$ cat src/rtl/burst_lat_pkg.sv
package burst_lat_pkg;

    typedef enum logic [1:0] {
        ST_IDLE = 2'd0,
        ST_WAIT = 2'd1,
        ST_DATA = 2'd2
    } bst_t;

    localparam int DATA_W = 32;

    // Array content model: low half is the address, high half a scrambled copy.
    function automatic logic [DATA_W-1:0] mem_word(input logic [31:0] a);
        return {a[15:0] ^ 16'hC3A5, a[15:0]};
    endfunction

endpackage

$ cat src/rtl/burst_lat_decode.sv
module burst_lat_decode #(
    parameter int CODE_W = 4,
    parameter int CNT_W  = 3
) (
    input  logic [CODE_W-1:0] code,
    output logic [CNT_W-1:0]  wait_init
);
    // Countdown preload = latency - 2 (start edge and emitting edge excluded).
    always_comb begin
        unique case (code)
            CODE_W'(1): wait_init = CNT_W'(1);  // three clocks
            CODE_W'(2): wait_init = CNT_W'(2);  // four clocks
            default:    wait_init = CNT_W'(3);  // code 3 and out of range: five clocks
        endcase
    end
endmodule

$ cat src/rtl/burst_addr_ctr.sv
module burst_addr_ctr #(
    parameter int AW = 16
) (
    input  logic          clk,
    input  logic          rst_n,
    input  logic          load,
    input  logic [AW-1:0] load_addr,
    input  logic          inc,
    output logic [AW-1:0] addr
);
    always_ff @(posedge clk or negedge rst_n) begin
        if (!rst_n)    addr <= '0;
        else if (load) addr <= load_addr;
        else if (inc)  addr <= addr + AW'(1);
    end

    assert_inc_step_R10: assert property (@(posedge clk) disable iff (!rst_n)
        (inc && !load) |=> (addr == $past(addr) + AW'(1)));

    assert_load_take_R2: assert property (@(posedge clk) disable iff (!rst_n)
        load |=> (addr == $past(load_addr)));
endmodule

$ cat src/rtl/burst_mem_model.sv
module burst_mem_model #(
    parameter int AW = 16
) (
    input  logic [AW-1:0]                   addr,
    output logic [burst_lat_pkg::DATA_W-1:0] word
);
    always_comb word = burst_lat_pkg::mem_word(32'(addr));
endmodule

$ cat src/rtl/burst_lat_ctrl.sv
module burst_lat_ctrl #(
    parameter int AW        = 16,
    parameter int CODE_W    = 4,
    parameter int BURST_LEN = 8
) (
    input  logic                             clk,
    input  logic                             rst_n,
    input  logic                             adv_n,
    input  logic [AW-1:0]                    addr_in,
    input  logic [CODE_W-1:0]                lat_code,
    output logic [burst_lat_pkg::DATA_W-1:0] dq_out,
    output logic                             dq_valid
);
    import burst_lat_pkg::*;

    localparam int CNT_W  = 3;
    localparam int BEAT_W = $clog2(BURST_LEN + 1);

    bst_t              state, state_d;
    logic [CNT_W-1:0]  wcnt, wcnt_d, wait_init;
    logic [BEAT_W-1:0] beat, beat_d;
    logic              start, emit;
    logic [AW-1:0]     cur_addr;
    logic [DATA_W-1:0] cur_word;

    assign start = !adv_n;

    burst_lat_decode #(.CODE_W(CODE_W), .CNT_W(CNT_W)) u_decode (
        .code      (lat_code),
        .wait_init (wait_init)
    );

    burst_addr_ctr #(.AW(AW)) u_addr (
        .clk       (clk),
        .rst_n     (rst_n),
        .load      (start),
        .load_addr (addr_in),
        .inc       (emit),
        .addr      (cur_addr)
    );

    burst_mem_model #(.AW(AW)) u_mem (
        .addr (cur_addr),
        .word (cur_word)
    );

    // Next-state logic; a strobe takes priority in every state (start/abort).
    always_comb begin
        state_d = state;
        wcnt_d  = wcnt;
        beat_d  = beat;
        emit    = 1'b0;
        if (start) begin
            state_d = ST_WAIT;
            wcnt_d  = wait_init;
            beat_d  = '0;
        end else begin
            unique case (state)
                ST_IDLE: ;
                ST_WAIT: begin
                    if (wcnt == '0) begin
                        emit    = 1'b1;
                        beat_d  = BEAT_W'(1);
                        state_d = ST_DATA;
                    end else begin
                        wcnt_d = wcnt - CNT_W'(1);
                    end
                end
                ST_DATA: begin
                    if (beat == BEAT_W'(BURST_LEN)) begin
                        state_d = ST_IDLE;
                        beat_d  = '0;
                    end else begin
                        emit   = 1'b1;
                        beat_d = beat + BEAT_W'(1);
                    end
                end
                default: state_d = ST_IDLE;
            endcase
        end
    end

    // State register
    always_ff @(posedge clk or negedge rst_n) begin
        if (!rst_n) begin
            state <= ST_IDLE;
            wcnt  <= '0;
            beat  <= '0;
        end else begin
            state <= state_d;
            wcnt  <= wcnt_d;
            beat  <= beat_d;
        end
    end

    // Output register: data launched on the rising edge, zero when idle
    always_ff @(posedge clk or negedge rst_n) begin
        if (!rst_n) begin
            dq_out   <= '0;
            dq_valid <= 1'b0;
        end else begin
            dq_valid <= emit;
            dq_out   <= emit ? cur_word : '0;
        end
    end

    assert_start_wait_R2: assert property (@(posedge clk) disable iff (!rst_n)
        start |=> (state == ST_WAIT));

    assert_abort_silent_R9: assert property (@(posedge clk) disable iff (!rst_n)
        (start && state != ST_IDLE) |=> !dq_valid);

    assert_quiet_bus_R8: assert property (@(posedge clk) disable iff (!rst_n)
        !dq_valid |-> (dq_out == '0));

    assert_valid_in_data_R8: assert property (@(posedge clk) disable iff (!rst_n)
        dq_valid |-> (state == ST_DATA));

    assert_wait_bound_R6: assert property (@(posedge clk) disable iff (!rst_n)
        (state == ST_WAIT) |-> (wcnt <= CNT_W'(3)));

    assert_beat_bound_R7: assert property (@(posedge clk) disable iff (!rst_n)
        beat <= BEAT_W'(BURST_LEN));
endmodule

$ cat config.mk
export PLATFORM = sky130hd
export DESIGN_NAME = burst_lat_ctrl
export DESIGN_NICKNAME = d
export VERILOG_FILES = /design/src/rtl/burst_lat_pkg.sv /design/src/rtl/burst_lat_decode.sv /design/src/rtl/burst_addr_ctr.sv /design/src/rtl/burst_mem_model.sv /design/src/rtl/burst_lat_ctrl.sv
export SDC_FILE = /design/constraint.sdc
export NUM_CORES = 1
export LEC_CHECK = 0
export ABC_AREA = 1
export ABC_CLOCK_PERIOD_IN_PS = 3900
export BUFFER_PORTS_ARGS = -buffer_cell sky130_fd_sc_hd__clkbuf_2
export CAP_MARGIN = 10
export CORE_MARGIN = 4
export CORE_UTILIZATION = 35
export DETAILED_ROUTE_END_ITERATION = 10
export GPL_ROUTABILITY_DRIVEN = 1
export PLACE_DENSITY = 0.66
export SYNTH_ARGS = -nofsm -noshare
export SYNTH_HDL_FRONTEND = slang
export SYNTH_SLANG_ARGS = --single-unit
$ cat constraint.sdc
create_clock -name clk -period 3.9 [get_ports clk]
set_input_delay 0.585 -clock clk [delete_from_list [all_inputs] [get_ports clk]]
set_output_delay 0.585 -clock clk [all_outputs]
set_load 0.02 [all_outputs]
==> impl_metrics.yaml <==
pwr:
  clkPwrFrac_pct: 20.9
  power_switching_mw: 0.530
  p_sw_share_pct: 37.3
  internal_power_mw: 0.889
  p_leak_nw: 1.56
  comb_power_share_pct: 30.4
  seqPwrFrac_pct: 48.6
  vdd_drop_max_mv: 0.168
  power-per-cell-area_nw_per_um2: 488
clock_network:
  post-cts-setup-buffer-count: 0
  clock_path_buffers: 2
  htree_levels: 2
  cts.sinks: 50
  cts_inserted_buffers: 5
  cts_hold_buffers: 0
  cts_resized: 0
  cts_root_buffer: "clkbuf_8"
  clkLatencyLatePin_ps: 300
  path_clk_slew_ps: 90
  tritoncts: "done"
floorplanning:
  die-area_um2: 8700
  fp.dieH_um: 93.3
  die_w_um: 93.3
  ios: 56
  start_util_pct: 36.7
  rows: 30
  core-area_um2: 6940
worst_setup_path:
  critPathMaxFanout: 24
  reg2reg_depth: 8
  cp-end-kind: "register"
  critPathLaunchType: "register"
  r2r-end: "dq_out[22]"
  worstReg2RegStart: "state[1]"
  critPathKind: "reg2reg"
  arrival_ps: 2100
  crit_required_ps: 4130
  r2r_setup_slack_ps: 2030
synth:
  synth_warnings: 0
  netlist-cell-type-count: 27
  synth_most_common_cell: "nand2_1"
  yosys.area_share.simple_pct: 30.8
  synth_ff_type: "dfrtp_1"
  synth_nets: 347
  synth-adder-area-share_pct: 3.93
  netlist_area_um2: 2550
  syn_area_per_cell_um2: 8.06
  ys_ff_latch: 50
  synthMuxAreaShare_pct: 0
  synth-seq-area-share_pct: 49.1
  synth_commonest_cells: "nand2_1, dfrtp_1, nor2_1"
  synth_xor_area_share_pct: 1.38
  ys_top_cells_by_area: "dfrtp_1, nand2_1, nand3_1, nor2_1, inv_1"
  async_reset_ff_share_pct: 100
  synth_area_leader_cell: "dfrtp_1"
  yosysTopAreaCellShare_pct: 49.1
  synth_compound_area_share_pct: 4.96
  synthCells: 316
  synth_top_family_by_area: "simple AND/OR/NAND/NOR gates"
  synth-edff-count: 0
sta:
  postLayoutSetupSlackWorst_ps: 2030
  drv_slew: 0
  min_period_ps: 1870
  min_period_over_period_pct: 48.0
  tns_ps: 0
  max_freq_ghz: 0.534
  maxSlewHeadroom_pct: 58.4
  hold_viol: 0
  setup_viol: 0
  worstMarginPinSlew_ps: 625
  skew_ps: 8.52
  grt_setup_unrepaired: "false"
global_routing:
  grt_max_degree: 51
  grt_pass1_wl_um: 9140
  grt_pass1_vias: 1950
  antenna_found_initial: 0
  grt.total_usage_pct: 13.1
  overflow: 0
route:
  wire_per_inst_um: 11.6
  drt_first_pass_iters: 4
  num_vias: 2073
  drtAntennaViolNets: 0
  drt-initial-drc-count: 80
  drt-total-wl_um: 5310
  routed_via_density: 4.53
  drcViolationCount: 0
placement:
  port_buffers: 55
  gp_congestion: 0.835
  dpl_worst_slack_ps: 1710
  dp_cells: 452
  hpwl_um: 3900
cells_and_area:
  syn2layout_area_growth_pct: 14.3
  fin_cells: 458
  layout-drive-gt1-share_pct: 21.5
  post-route-util_pct: 41.9
  antenna_cells: 0
  num-nets-final: 394
job:
  drv_cap: 0
outcome:
  status: "complete, no violations"
hold_path:
  hold_class: "in2async"
-- layout by cell type (no fill, tap or decap), types with 3 or more instances in the layout --
cell type,n
a21oi_1,5
clkbuf_2,55
clkbuf_8,6
dfrtp_1,50
ha_1,8
inv_1,30
inv_2,4
nand2_1,95
nand3_1,33
nand4_1,4
nor2_1,37
nor2_2,5
o21ai_0,7
o21ai_1,5
xor2_1,3
-- sequential cells by signal, indices dropped and copies added (netlist names) --
signal / cells
dq_out: 24
u_addr.addr: 16
beat: 4
wcnt: 3
state: 2
dq_valid: 1
-- worst max-delay path, stage by stage, from the launching register on --
cell and delay [ps]:
dfrtp_1 410, inv_1 90, ha_1 220, nand3_1 150, nand2_2 110, nand2_4 120, nor2_4 270, inv_2 260
nor2_1 160
-- routing by layer --
layer | vias to the layer above | global-route usage, % | part of all wire [%]
met1 | 940 | 17.0 | 45
met2 | 54 | 21.9 | 48
met3 | 7 | 2.82 | 5.7
met5 | - | 0 | 0
met4 | 0 | 4.03 | 1.4
li1 | 1072 | - | -
-- power groups by stage --
stage / Sequential (mW) / Combinational [mW] / Clock, mW
6_report: 0.691 / 0.432 / 0.297
2_1_floorplan: 0.710 / 0.313 / 0
3_5_place_dp: 0.701 / 0.436 / 0
3_3_place_gp: 0.698 / 0.426 / 0
5_1_grt: 0.706 / 0.499 / 0.331
4_1_cts: 0.691 / 0.438 / 0.309
-- how the worst max path moves through the flow --
stage	from	to	cells past startpoint
2_1_floorplan	state[1]	u_addr.addr[0]	10
3_3_place_gp	adv_n	dq_out[0]	5
3_5_place_dp	adv_n	dq_out[22]	5
4_1_cts	state[1]	dq_out[22]	8
5_1_grt	state[1]	dq_out[15]	8
6_report	state[1]	dq_out[22]	8
-- cell type report --
class	instances	area [µm²]
Fill cell	709	4040
Inverter	34	128
Timing Repair Buffer	56	283
Multi-Input combinational cell	216	1040
Clock buffer	6	82.6
Sequential cell	50	1250
Tap cell	96	120
-- cell families after synthesis --
| kind of cell | after synthesis |
|---|---|
| fa+ha+maj | 8 |
| flops | 50 |
| xor+xnor | 4 |
| simple gates | 182 |
| buf+inv | 50 |
| compound gates | 22 |
-- per-stage QoR --
step | instance area, µm² | power [mW] | hold WS, ps
after floorplan | 2550 | 1.02 | 289
after global placement | 2830 | 1.12 | 485
after detailed placement | 2830 | 1.14 | 497
after CTS | 2910 | 1.44 | 404
after global routing | 2910 | 1.54 | 427
final | 2910 | 1.42 | 378
(Power assumes the default switching activity.)
